File: config.mk
export PLATFORM = sky130hd
export DESIGN_NAME = vsharp_filter
export DESIGN_NICKNAME = d
export VERILOG_FILES = /design/src/rtl/vsharp_pkg.sv /design/src/rtl/vsharp_sum_stage.sv /design/src/rtl/vsharp_scale_stage.sv /design/src/rtl/vsharp_clamp_stage.sv /design/src/rtl/vsharp_filter.sv
export SDC_FILE = /design/constraint.sdc
export NUM_CORES = 1
export LEC_CHECK = 0
export BUFFER_PORTS_ARGS = -buffer_cell sky130_fd_sc_hd__buf_2
export CAP_MARGIN = 20
export CORE_MARGIN = 8
export CORE_UTILIZATION = 39
export DETAILED_ROUTE_END_ITERATION = 12
export PLACE_DENSITY = 0.65
export SYNTH_ARGS = -nofsm -noshare
export SYNTH_HDL_FRONTEND = slang
export SYNTH_HIERARCHICAL = 1
export SYNTH_SLANG_ARGS = --single-unit
File: constraint.sdc
create_clock -name clk -period 5.53 [get_ports clk]
set_input_delay 0.553 -clock clk [delete_from_list [all_inputs] [get_ports clk]]
set_output_delay 0.553 -clock clk [all_outputs]
set_load 0.02 [all_outputs]
File: src/rtl/vsharp_pkg.sv
package vsharp_pkg;
  localparam int unsigned VS_PIX_W  = 8;
  localparam int unsigned VS_K_INT  = 4;
  localparam int unsigned VS_K_FRAC = 4;

  function automatic int unsigned diff_width(input int unsigned pix_w);
    return pix_w + 3;
  endfunction

  function automatic int unsigned prod_width(input int unsigned pix_w, input int unsigned k_w);
    return pix_w + 3 + k_w + 1;
  endfunction
endpackage

File: src/rtl/vsharp_sum_stage.sv
module vsharp_sum_stage #(
  parameter int unsigned PIX_W = 8,
  parameter int unsigned K_W   = 8
) (
  input  logic             clk,
  input  logic             rst_n,
  input  logic             vld_i,
  input  logic [PIX_W-1:0] a_i,
  input  logic [PIX_W-1:0] n_i,
  input  logic [PIX_W-1:0] b_i,
  input  logic [K_W-1:0]   k_i,
  output logic             vld_q,
  output logic [PIX_W:0]   pair_q,
  output logic [PIX_W:0]   twice_q,
  output logic [PIX_W-1:0] n_q,
  output logic [K_W-1:0]   k_q
);
  logic [PIX_W:0] pair_d;
  logic [PIX_W:0] twice_d;

  always_comb begin
    pair_d  = {1'b0, a_i} + {1'b0, b_i};
    twice_d = {n_i, 1'b0};
  end

  always_ff @(posedge clk or negedge rst_n) begin
    if (!rst_n) begin
      vld_q   <= 1'b0;
      pair_q  <= '0;
      twice_q <= '0;
      n_q     <= '0;
      k_q     <= '0;
    end else begin
      vld_q <= vld_i;
      if (vld_i) begin
        pair_q  <= pair_d;
        twice_q <= twice_d;
        n_q     <= n_i;
        k_q     <= k_i;
      end
    end
  end
endmodule

File: src/rtl/vsharp_scale_stage.sv
module vsharp_scale_stage #(
  parameter int unsigned PIX_W  = 8,
  parameter int unsigned K_W    = 8,
  parameter int unsigned DIFF_W = 11,
  parameter int unsigned PROD_W = 20
) (
  input  logic                     clk,
  input  logic                     rst_n,
  input  logic                     vld_i,
  input  logic [PIX_W:0]           pair_i,
  input  logic [PIX_W:0]           twice_i,
  input  logic [PIX_W-1:0]         n_i,
  input  logic [K_W-1:0]           k_i,
  output logic                     vld_q,
  output logic signed [PROD_W-1:0] prod_q,
  output logic [PIX_W-1:0]         n_q
);
  localparam int unsigned PAD_W = DIFF_W - (PIX_W + 1);

  logic signed [DIFF_W-1:0] diff_d;
  logic signed [PROD_W-1:0] diff_x;
  logic signed [PROD_W-1:0] gain_x;
  logic signed [PROD_W-1:0] prod_d;

  always_comb begin
    diff_d = $signed({{PAD_W{1'b0}}, twice_i}) - $signed({{PAD_W{1'b0}}, pair_i});
    diff_x = PROD_W'(diff_d);
    gain_x = $signed(PROD_W'({1'b0, k_i}));
    prod_d = diff_x * gain_x;
  end

  always_ff @(posedge clk or negedge rst_n) begin
    if (!rst_n) begin
      vld_q  <= 1'b0;
      prod_q <= '0;
      n_q    <= '0;
    end else begin
      vld_q <= vld_i;
      if (vld_i) begin
        prod_q <= prod_d;
        n_q    <= n_i;
      end
    end
  end
endmodule

File: src/rtl/vsharp_clamp_stage.sv
module vsharp_clamp_stage #(
  parameter int unsigned PIX_W  = 8,
  parameter int unsigned K_FRAC = 4,
  parameter int unsigned PROD_W = 20
) (
  input  logic                     clk,
  input  logic                     rst_n,
  input  logic                     vld_i,
  input  logic signed [PROD_W-1:0] prod_i,
  input  logic [PIX_W-1:0]         n_i,
  output logic                     vld_q,
  output logic [PIX_W-1:0]         pix_q
);
  localparam logic signed [PROD_W-1:0] HALF   = PROD_W'((2 ** K_FRAC) / 2);
  localparam logic signed [PROD_W-1:0] PIXMAX = PROD_W'((2 ** PIX_W) - 1);

  logic signed [PROD_W-1:0] rounded;
  logic signed [PROD_W-1:0] total;
  logic [PIX_W-1:0]         pix_d;

  always_comb begin
    rounded = (prod_i + HALF) >>> K_FRAC;
    total   = rounded + $signed(PROD_W'(n_i));
    if (total < 0)
      pix_d = '0;
    else if (total > PIXMAX)
      pix_d = '1;
    else
      pix_d = total[PIX_W-1:0];
  end

  always_ff @(posedge clk or negedge rst_n) begin
    if (!rst_n) begin
      vld_q <= 1'b0;
      pix_q <= '0;
    end else begin
      vld_q <= vld_i;
      if (vld_i)
        pix_q <= pix_d;
    end
  end
endmodule

File: src/rtl/vsharp_filter.sv
module vsharp_filter
  import vsharp_pkg::*;
#(
  parameter int unsigned PIX_W  = VS_PIX_W,
  parameter int unsigned K_INT  = VS_K_INT,
  parameter int unsigned K_FRAC = VS_K_FRAC
) (
  input  logic                     clk,
  input  logic                     rst_n,
  input  logic                     in_valid,
  input  logic [PIX_W-1:0]         in_a,
  input  logic [PIX_W-1:0]         in_n,
  input  logic [PIX_W-1:0]         in_b,
  input  logic [K_INT+K_FRAC-1:0]  in_k,
  output logic                     out_valid,
  output logic [PIX_W-1:0]         out_pix
);
  localparam int unsigned K_W    = K_INT + K_FRAC;
  localparam int unsigned DIFF_W = diff_width(PIX_W);
  localparam int unsigned PROD_W = prod_width(PIX_W, K_W);

  logic rst_meta_q;
  logic rst_sync_q;

  always_ff @(posedge clk or negedge rst_n) begin
    if (!rst_n) begin
      rst_meta_q <= 1'b0;
      rst_sync_q <= 1'b0;
    end else begin
      rst_meta_q <= 1'b1;
      rst_sync_q <= rst_meta_q;
    end
  end

  logic             s1_vld;
  logic [PIX_W:0]   s1_pair;
  logic [PIX_W:0]   s1_twice;
  logic [PIX_W-1:0] s1_n;
  logic [K_W-1:0]   s1_k;

  vsharp_sum_stage #(.PIX_W(PIX_W), .K_W(K_W)) u_sum (
    .clk(clk), .rst_n(rst_sync_q), .vld_i(in_valid),
    .a_i(in_a), .n_i(in_n), .b_i(in_b), .k_i(in_k),
    .vld_q(s1_vld), .pair_q(s1_pair), .twice_q(s1_twice), .n_q(s1_n), .k_q(s1_k)
  );

  logic                     s2_vld;
  logic signed [PROD_W-1:0] s2_prod;
  logic [PIX_W-1:0]         s2_n;

  vsharp_scale_stage #(.PIX_W(PIX_W), .K_W(K_W), .DIFF_W(DIFF_W), .PROD_W(PROD_W)) u_scale (
    .clk(clk), .rst_n(rst_sync_q), .vld_i(s1_vld),
    .pair_i(s1_pair), .twice_i(s1_twice), .n_i(s1_n), .k_i(s1_k),
    .vld_q(s2_vld), .prod_q(s2_prod), .n_q(s2_n)
  );

  vsharp_clamp_stage #(.PIX_W(PIX_W), .K_FRAC(K_FRAC), .PROD_W(PROD_W)) u_clamp (
    .clk(clk), .rst_n(rst_sync_q), .vld_i(s2_vld),
    .prod_i(s2_prod), .n_i(s2_n),
    .vld_q(out_valid), .pix_q(out_pix)
  );
endmodule

Yosys cells after proc, flatten, opt, wreduce, memory -nomap -nowiden
Index checks and enable logic that the tools add are counted.
- multipliers: 1
- muxes and demuxes: 2
- add/subtract/negate cells: 4
- order comparisons: 2
- operators by type and width (kind ; number):
    adder 20 x 5 -> 20 bit, second input constant ; 1
    multiplier 10 x 9 -> 19 bit ; 1
    adder 16 x 9 -> 17 bit ; 1
    > comparator 17 x 9 -> 1 bit, second input constant ; 1
    < comparator 17 x 1 -> 1 bit, second input constant ; 1
    2-to-1 mux 8 bit ; 2
    subtractor 9 x 9 -> 10 bit ; 1
    adder 8 x 8 -> 9 bit ; 1
- input bits: 35
- register bits after elaboration: 66
- logic and storage cells: 20

Depth between registers and ports, before layout
Gate-level depths: netlist (run 1).
- depth in word-level cells: 5
- gate-level depth with buffers: 25

By module
Netlist (run 1), hierarchy kept.
- by module, submodules not included (module ; cells each ; area an instance (um2) ; instances):
    vsharp_scale_stage ; 486 ; 4610.7 ; 1
    vsharp_sum_stage ; 120 ; 1378.8 ; 1
    vsharp_clamp_stage ; 150 ; 1244.9 ; 1
    vsharp_filter ; 3 ; 53.8 ; 1

Worst setup path before layout (run 1)
No wires, ideal clock.
- path kind: flip-flop to flip-flop
- from: reg, netlist name u_sum/n_q[1]
- to: reg u_scale.prod_q[17]
- stages on the path, launching flop included: 23
- data required time: 5.406 ns
- data arrival time: 5.717 ns
- setup slack: -0.312 ns
- library setup time: 0.124 ns
- buffers on the path: 1
- clock period less this slack: 5.842 ns
- cells stage by stage: dfrtp_1 -> buf_4 -> ha_1 -> nor2b_1 -> o21a_1 -> o21ai_0 -> nand2b_1 -> a21oi_2 -> mux2_2 -> fa_1 -> inv_1 -> fa_1 -> inv_1 -> fa_1 -> fa_1 -> inv_1 -> ha_1 -> a21o_1 -> a21oi_2 -> a21oi_2 -> a2111oi_4 -> nor4bb_1 -> a211o_2
- RTL lines (element ; RTL line ; source):
    end signal: assignment ; vsharp_scale_stage.sv:40 ; prod_q <= prod_d;
    end: declaration ; vsharp_scale_stage.sv:15 ; output logic signed [PROD_W-1:0] prod_q,

Worst setup path in the final report (run 1)
- from: reg u_sum.pair_q[2]
- to: reg u_scale.prod_q[15]
- longest elaborated chain between the ends: 2
- RTL lines (element ; RTL line ; source):
    start: declaration ; vsharp_sum_stage.sv:13 ; output logic [PIX_W:0] pair_q,
    start signal: assignment ; vsharp_sum_stage.sv:36 ; pair_q <= pair_d;
    subtractor 9 x 9 -> 10 bit ; vsharp_scale_stage.sv:26 ; diff_d = $signed({{PAD_W{1'b0}}, twice_i}) - $signed({{PAD_W{1'b0}}, pair_i});
    multiplier 10 x 9 -> 19 bit ; vsharp_scale_stage.sv:29 ; prod_d = diff_x * gain_x;
No other way between the ends.
A chain may end at the register's enable or synchronous reset.

==> reports/results.txt, run 1 <==
RSZ-0062 raised after global routing: true
Crit path depth: 23
Worst reg2reg path depth: 23
Min Tclk post-route: 5.53 ns
DIE WIDTH: 152 microns
Post-Syn Area: 7170 sq um
Grt met1 use: 18.8%
Gr busiest metal: met2
Outcome: finished, final reports clean
Finished Layout Cells: 1067
DR DRC count: 0
Die ar.: 23000 sq um
GRT Util Overall: 14.9%
DR vias/cell: 5.03
Req. time, crit path: 5.80 ns
Count of final hold-check violations: 0
CP endpoint: u_scale/prod_q[15]$_DFFE_PN0P_
Most frequent cells in the layout: 97 x inv_1, 65 x fa_1, 62 x nand2_1
Vias: 5369
Initial Util: 39.8%
Vias in the first global route: 5544
Worst reg2reg startpoint: u_sum/pair_q[2]$_DFFE_PN0P_
Max-Cap Viols: 0
Clk pin slew, worst setup/hold paths: 0.06 ns
Slew Viols, Final: 0
First-pass GRT wire length: 27300 microns
Grt total ovfl: 0
Layout Nets: 1002
Syn Nets: 920
ANT nets after route: 0
Root buffer cell: clkbuf_16
Worst Path Arrival: 5.79 ns
R2R Path End: u_scale/prod_q[15]$_DFFE_PN0P_
Total clock buffers created by CTS: 9
CP Cell Sequence: inv_2, ha_4, nor2b_2, o21a_1, o21ai_2, nand2b_1, a21oi_4, mux2_4, fa_1, inv_2, fa_1, inv_2, fa_1, fa_1, inv_2, ha_4, a21o_1, a21oi_2, a21oi_4, a2111oi_4, buf_4, o2111ai_2, nand3b_1
Delay-heaviest family, CP: adder cells
CP max stage cell: fa_1
Ports: 44
CP Max Fanout: 5
Antenna violations before repair: 0
Critical path launch point type: flop
Synthesized instance count: 751
Worst setup EP type: flop
Skew final: 0.0111 ns
Placeable Area: 18000 sq um
DP Area: 7900 sq um
Hold path start: rst_meta_q$_DFF_PN0_
Initial DRC Count: 211
Pre-CTS setup slack: -0.210 ns
Row cnt: 49
GRT met2 Usage: 25.4%
# clock sinks: 62
Most common cell after layout, fill and taps aside: inv_1
Multi-input gate area: 5320 sq um
Hold WC Path Type: reg2reg
Ant. Diodes: 0
FMAX: 0.181 GHz
Die H: 152 microns
Share of cells above drive strength 1: 26.1%
Worst Path Buf+Inv: 5
Register Area: 1550 sq um
Port buffer count: 43
Syn-to-layout area delta: 19.7%
Relative slew slack: 47.7%
Final WL: 16300 microns
CP startpoint: u_sum/pair_q[2]$_DFFE_PN0P_
H-tree depth reported by CTS: 3
CTS tree: yes
Drt first pass iters: 7
Setup Viol. Count Final: 0
Final Instance Area: 8580 sq um
Routability cong.: 0.874
Syn Area/Cell: 9.55 sq um
Cells after DPL: 1041
CP peak stage delay: 0.53 ns
Hpwl dp: 12500 microns
Crit Path Category: reg2reg
Largest net degree at the start of global routing: 61
Setup_tns: 0 ns
Clk_lat worst skew: 0.34 ns
Fillcell total: 1656
Post-route clock period utilization: 100%
CTS Buffer Depth: 2
Worst slew pin tran: 0.784 ns
DR WL/cell: 15.3 microns
Final worst slack: 0.00166 ns
Met3 usage: 3.00%
Yosys warnings: 6
Reg2reg setup slack: 0.002 ns
-- metal layers --
metal,vias up,routed length [microns]
met3,22,475
met1,2600,7610
li1,2672,-
met4,0,304
met5,-,0
met2,75,7930
-- how the worst min path moves through the flow --
stage,to,slack (ns),cells after the start
final,rst_sync_q$_DFF_PN0_,0.36,0
after global routing,rst_sync_q$_DFF_PN0_,0.37,0
after CTS,rst_sync_q$_DFF_PN0_,0.36,0
after detailed placement,rst_meta_q$_DFF_PN0_,0.34,1
after global placement,rst_sync_q$_DFF_PN0_,0.33,0
after floorplan,rst_meta_q$_DFF_PN0_,0.26,0
-- layout make-up --
cell class,instances,area share [%]
Clock buffer,9,2.62
Clock inverter,7,1.49
Inverter,105,4.62
Multi-Input combinational cell,553,62.0
Sequential cell,62,18.1
Tap cell,229,3.34
Timing Repair Buffer,102,7.83
-- registers in the layout, summed over array words and instances (netlist names) --
register and count:
u_clamp/pix_q 8, u_scale/prod_q 16, rst_meta_q 1, u_scale/n_q 8
u_sum/pair_q 9, rst_sync_q 1, u_sum/vld_q 1, u_clamp/vld_q 1
u_scale/vld_q 1, u_sum/k_q 8, u_sum/n_q 8
-- metrics by stage --
step / utilization, % / hold slack, ns
after floorplan: - / 0.257
after global placement: 43.8 / 0.335
after global routing: 47.6 / 0.370
final: 47.6 / 0.355
after CTS: 46.7 / 0.359
after detailed placement: 43.8 / 0.340
-- timing repair --
| item | CTS | global route |
|---|---|---|
| hold buffers | 1 | 0 |
| gates resized for setup | 28 | 31 |
| setup buffers | 4 | 5 |
| pin swaps | 19 | 9 |
| endpoints found under the hold margin | 2 | 0 |
| setup endpoints to repair | 8 | 9 |
Power of run 1 is left out: the tool's default activity adds up to more than one toggle a clock period on the data nets, which glitch-free logic cannot reach.
==> run 2, diff against run 1 <==
Settings changed: CELL_PAD_IN_SITES_DETAIL_PLACEMENT set to 1, CELL_PAD_IN_SITES_GLOBAL_PLACEMENT set to 1, PLACE_DENSITY 0.65 to 0.77.
==> reports/results.txt, run 2 (same netlist as run 1, synthesis figures left out) <==
Final Instance Area: 8710 sq um
# clock sinks: 62
Most frequent cells in the layout: 94 x inv_1, 62 x fa_1, 61 x buf_4, 61 x dfrtp_1, 59 x nand2_1
Setup Viol. Count Final: 10
Initial Util: 39.8%
CTS tree: yes
Failing checks: negative setup slack
Hpwl dp: 15200 microns
Routability cong.: 0.819
DR WL/cell: 21.6 microns
Initial DRC Count: 257
Skew final: 0.00858 ns
ANT nets after route: 0
Vias in the first global route: 6427
FMAX: 0.171 GHz
Final hold slack: 0.366 ns
Clk_lat worst skew: 0.35 ns
DP Area: 7900 sq um
Worst Path Arrival: 6.13 ns
Vias: 5919
Clk pin slew, worst setup/hold paths: 0.06 ns
Hold WC Path Type: reg2reg
Max reg flops: 16
Relative slew slack: 43.9%
Antenna violations before repair: 0
DR DRC count: 0
CTS Buffer Depth: 2
Root buffer cell: clkbuf_16
Grt total ovfl: 0
Worst slew pin tran: 0.842 ns
Final worst slack: -0.328 ns
Total clock buffers created by CTS: 9
Critical path launch point type: flop
Count of final hold-check violations: 0
Row cnt: 49
Crit Path Category: reg2reg
Die H: 152 microns
DR vias/cell: 5.51
Port buffer count: 43
First-pass GRT wire length: 33600 microns
Min Tclk post-route: 5.86 ns
Syn-to-layout area delta: 21.4%
Slew Viols, Final: 0
Placeable Area: 18000 sq um
Ant. Diodes: 0
Layout Nets: 1010
Post-route clock period utilization: 106%
Drt first pass iters: 4
Final WL: 23200 microns
Most common cell after layout, fill and taps aside: inv_1
DIE WIDTH: 152 microns
Largest Register: u_scale/prod_q
Max-Cap Viols: 0
Outcome: finished, violations left
Largest registers: u_scale/prod_q x16, u_sum/pair_q x9
Share of cells above drive strength 1: 28.6%
GRT Util Overall: 18.8%
H-tree depth reported by CTS: 3
RSZ-0062 raised after global routing: true
Worst setup EP type: flop
Die ar.: 23000 sq um
CP Max Fanout: 8
Ports: 44
Req. time, crit path: 5.81 ns
Largest net degree at the start of global routing: 61
[run 2: changes by cell type in the layout (fill, tap and decap cells not counted), moves of 2 or more]
| cell | change |
|---|---|
| ha_1 | -2 |
| ha_4 | +3 |
| buf_4 | +6 |
| a21oi_2 | +3 |
| inv_2 | +3 |
| fa_1 | -3 |
| inv_1 | -3 |
| fa_2 | +3 |
| nand2_1 | -3 |
| o21ai_1 | +2 |
| a21oi_1 | -2 |
| nand2_2 | +2 |
| o21ai_0 | -3 |
[run 2: stage by stage]
stage,utilization [%],setup slack [ns],cells,setup TNS [ns]
2_1_floorplan,-,0.00505,751,0
3_3_place_gp,43.8,-0.0408,1040,-0.0953
3_5_place_dp,43.8,-0.200,1040,-1.23
4_1_cts,46.8,-0.175,1062,-0.609
5_1_grt,48.3,-0.497,1075,-3.61
6_report,48.3,-0.328,1075,-2.38
[run 2: cell type report]
cell class | count | area (sq um)
sequential | 62 | 1550
multi-input combinational | 553 | 5400
clock inverter | 7 | 105
inverter | 105 | 397
clock buffer | 9 | 225
tap | 229 | 287
fill | 2036 | 9310
timing repair buffer | 110 | 748
[run 2: final timing paths]
| path | cells after the start | endpoint | start | slack (ns) |
|---|---|---|---|---|
| worst max-delay path | 24 | u_scale/prod_q[15]$_DFFE_PN0P_ | u_sum/pair_q[0]$_DFFE_PN0P_ | -0.33 |
| worst min register to register | 0 | rst_sync_q$_DFF_PN0_ | rst_meta_q$_DFF_PN0_ | 0.37 |
| worst min-delay path | 0 | rst_sync_q$_DFF_PN0_ | rst_meta_q$_DFF_PN0_ | 0.37 |
| worst max register to register | 24 | u_scale/prod_q[15]$_DFFE_PN0P_ | u_sum/pair_q[0]$_DFFE_PN0P_ | -0.33 |
| max in group asynchronous | 1 | u_scale/prod_q[9]$_DFFE_PN0P_ | rst_sync_q$_DFF_PN0_ | 4.52 |
| min in group asynchronous | 1 | u_sum/n_q[1]$_DFFE_PN0P_ | rst_sync_q$_DFF_PN0_ | 0.47 |
[run 2: metal layers]
metal  track usage (%)  part of all wire (%)
met4              6.96                   3.4
met2              34.1                    54
met5                 0                     0
met3              4.04                   3.2
met1              21.3                    40
[run 2: worst max-delay path: stages (launching register included)]
cell       delay, ns
dfrtp_1         0.43
ha_4            0.20
fa_2            0.42
nor2b_2         0.14
o21a_1          0.21
buf_4           0.14
nor2_1          0.05
xnor2_1         0.25
buf_4           0.22
nand2_1         0.09
fa_1            0.47
inv_1           0.11
fa_1            0.43
inv_2           0.09
fa_1            0.45
fa_1            0.56
inv_2           0.05
ha_4            0.23
a21o_1          0.16
a21oi_2         0.18
a21oi_2         0.09
a2111oi_4       0.32
buf_4           0.21
o2111ai_1       0.13
nand3b_1        0.12
[run 2: repair_timing]
item / CTS / global route
hold endpoints to repair: 2 / 0
cloned: 0 / 0
endpoints found under the setup margin: 10 / 11
gates resized for setup: 39 / 42
hold buffers: 1 / 0
pin swaps: 22 / 47
setup buffers: 5 / 13
Power of run 2 is left out for the same reason.
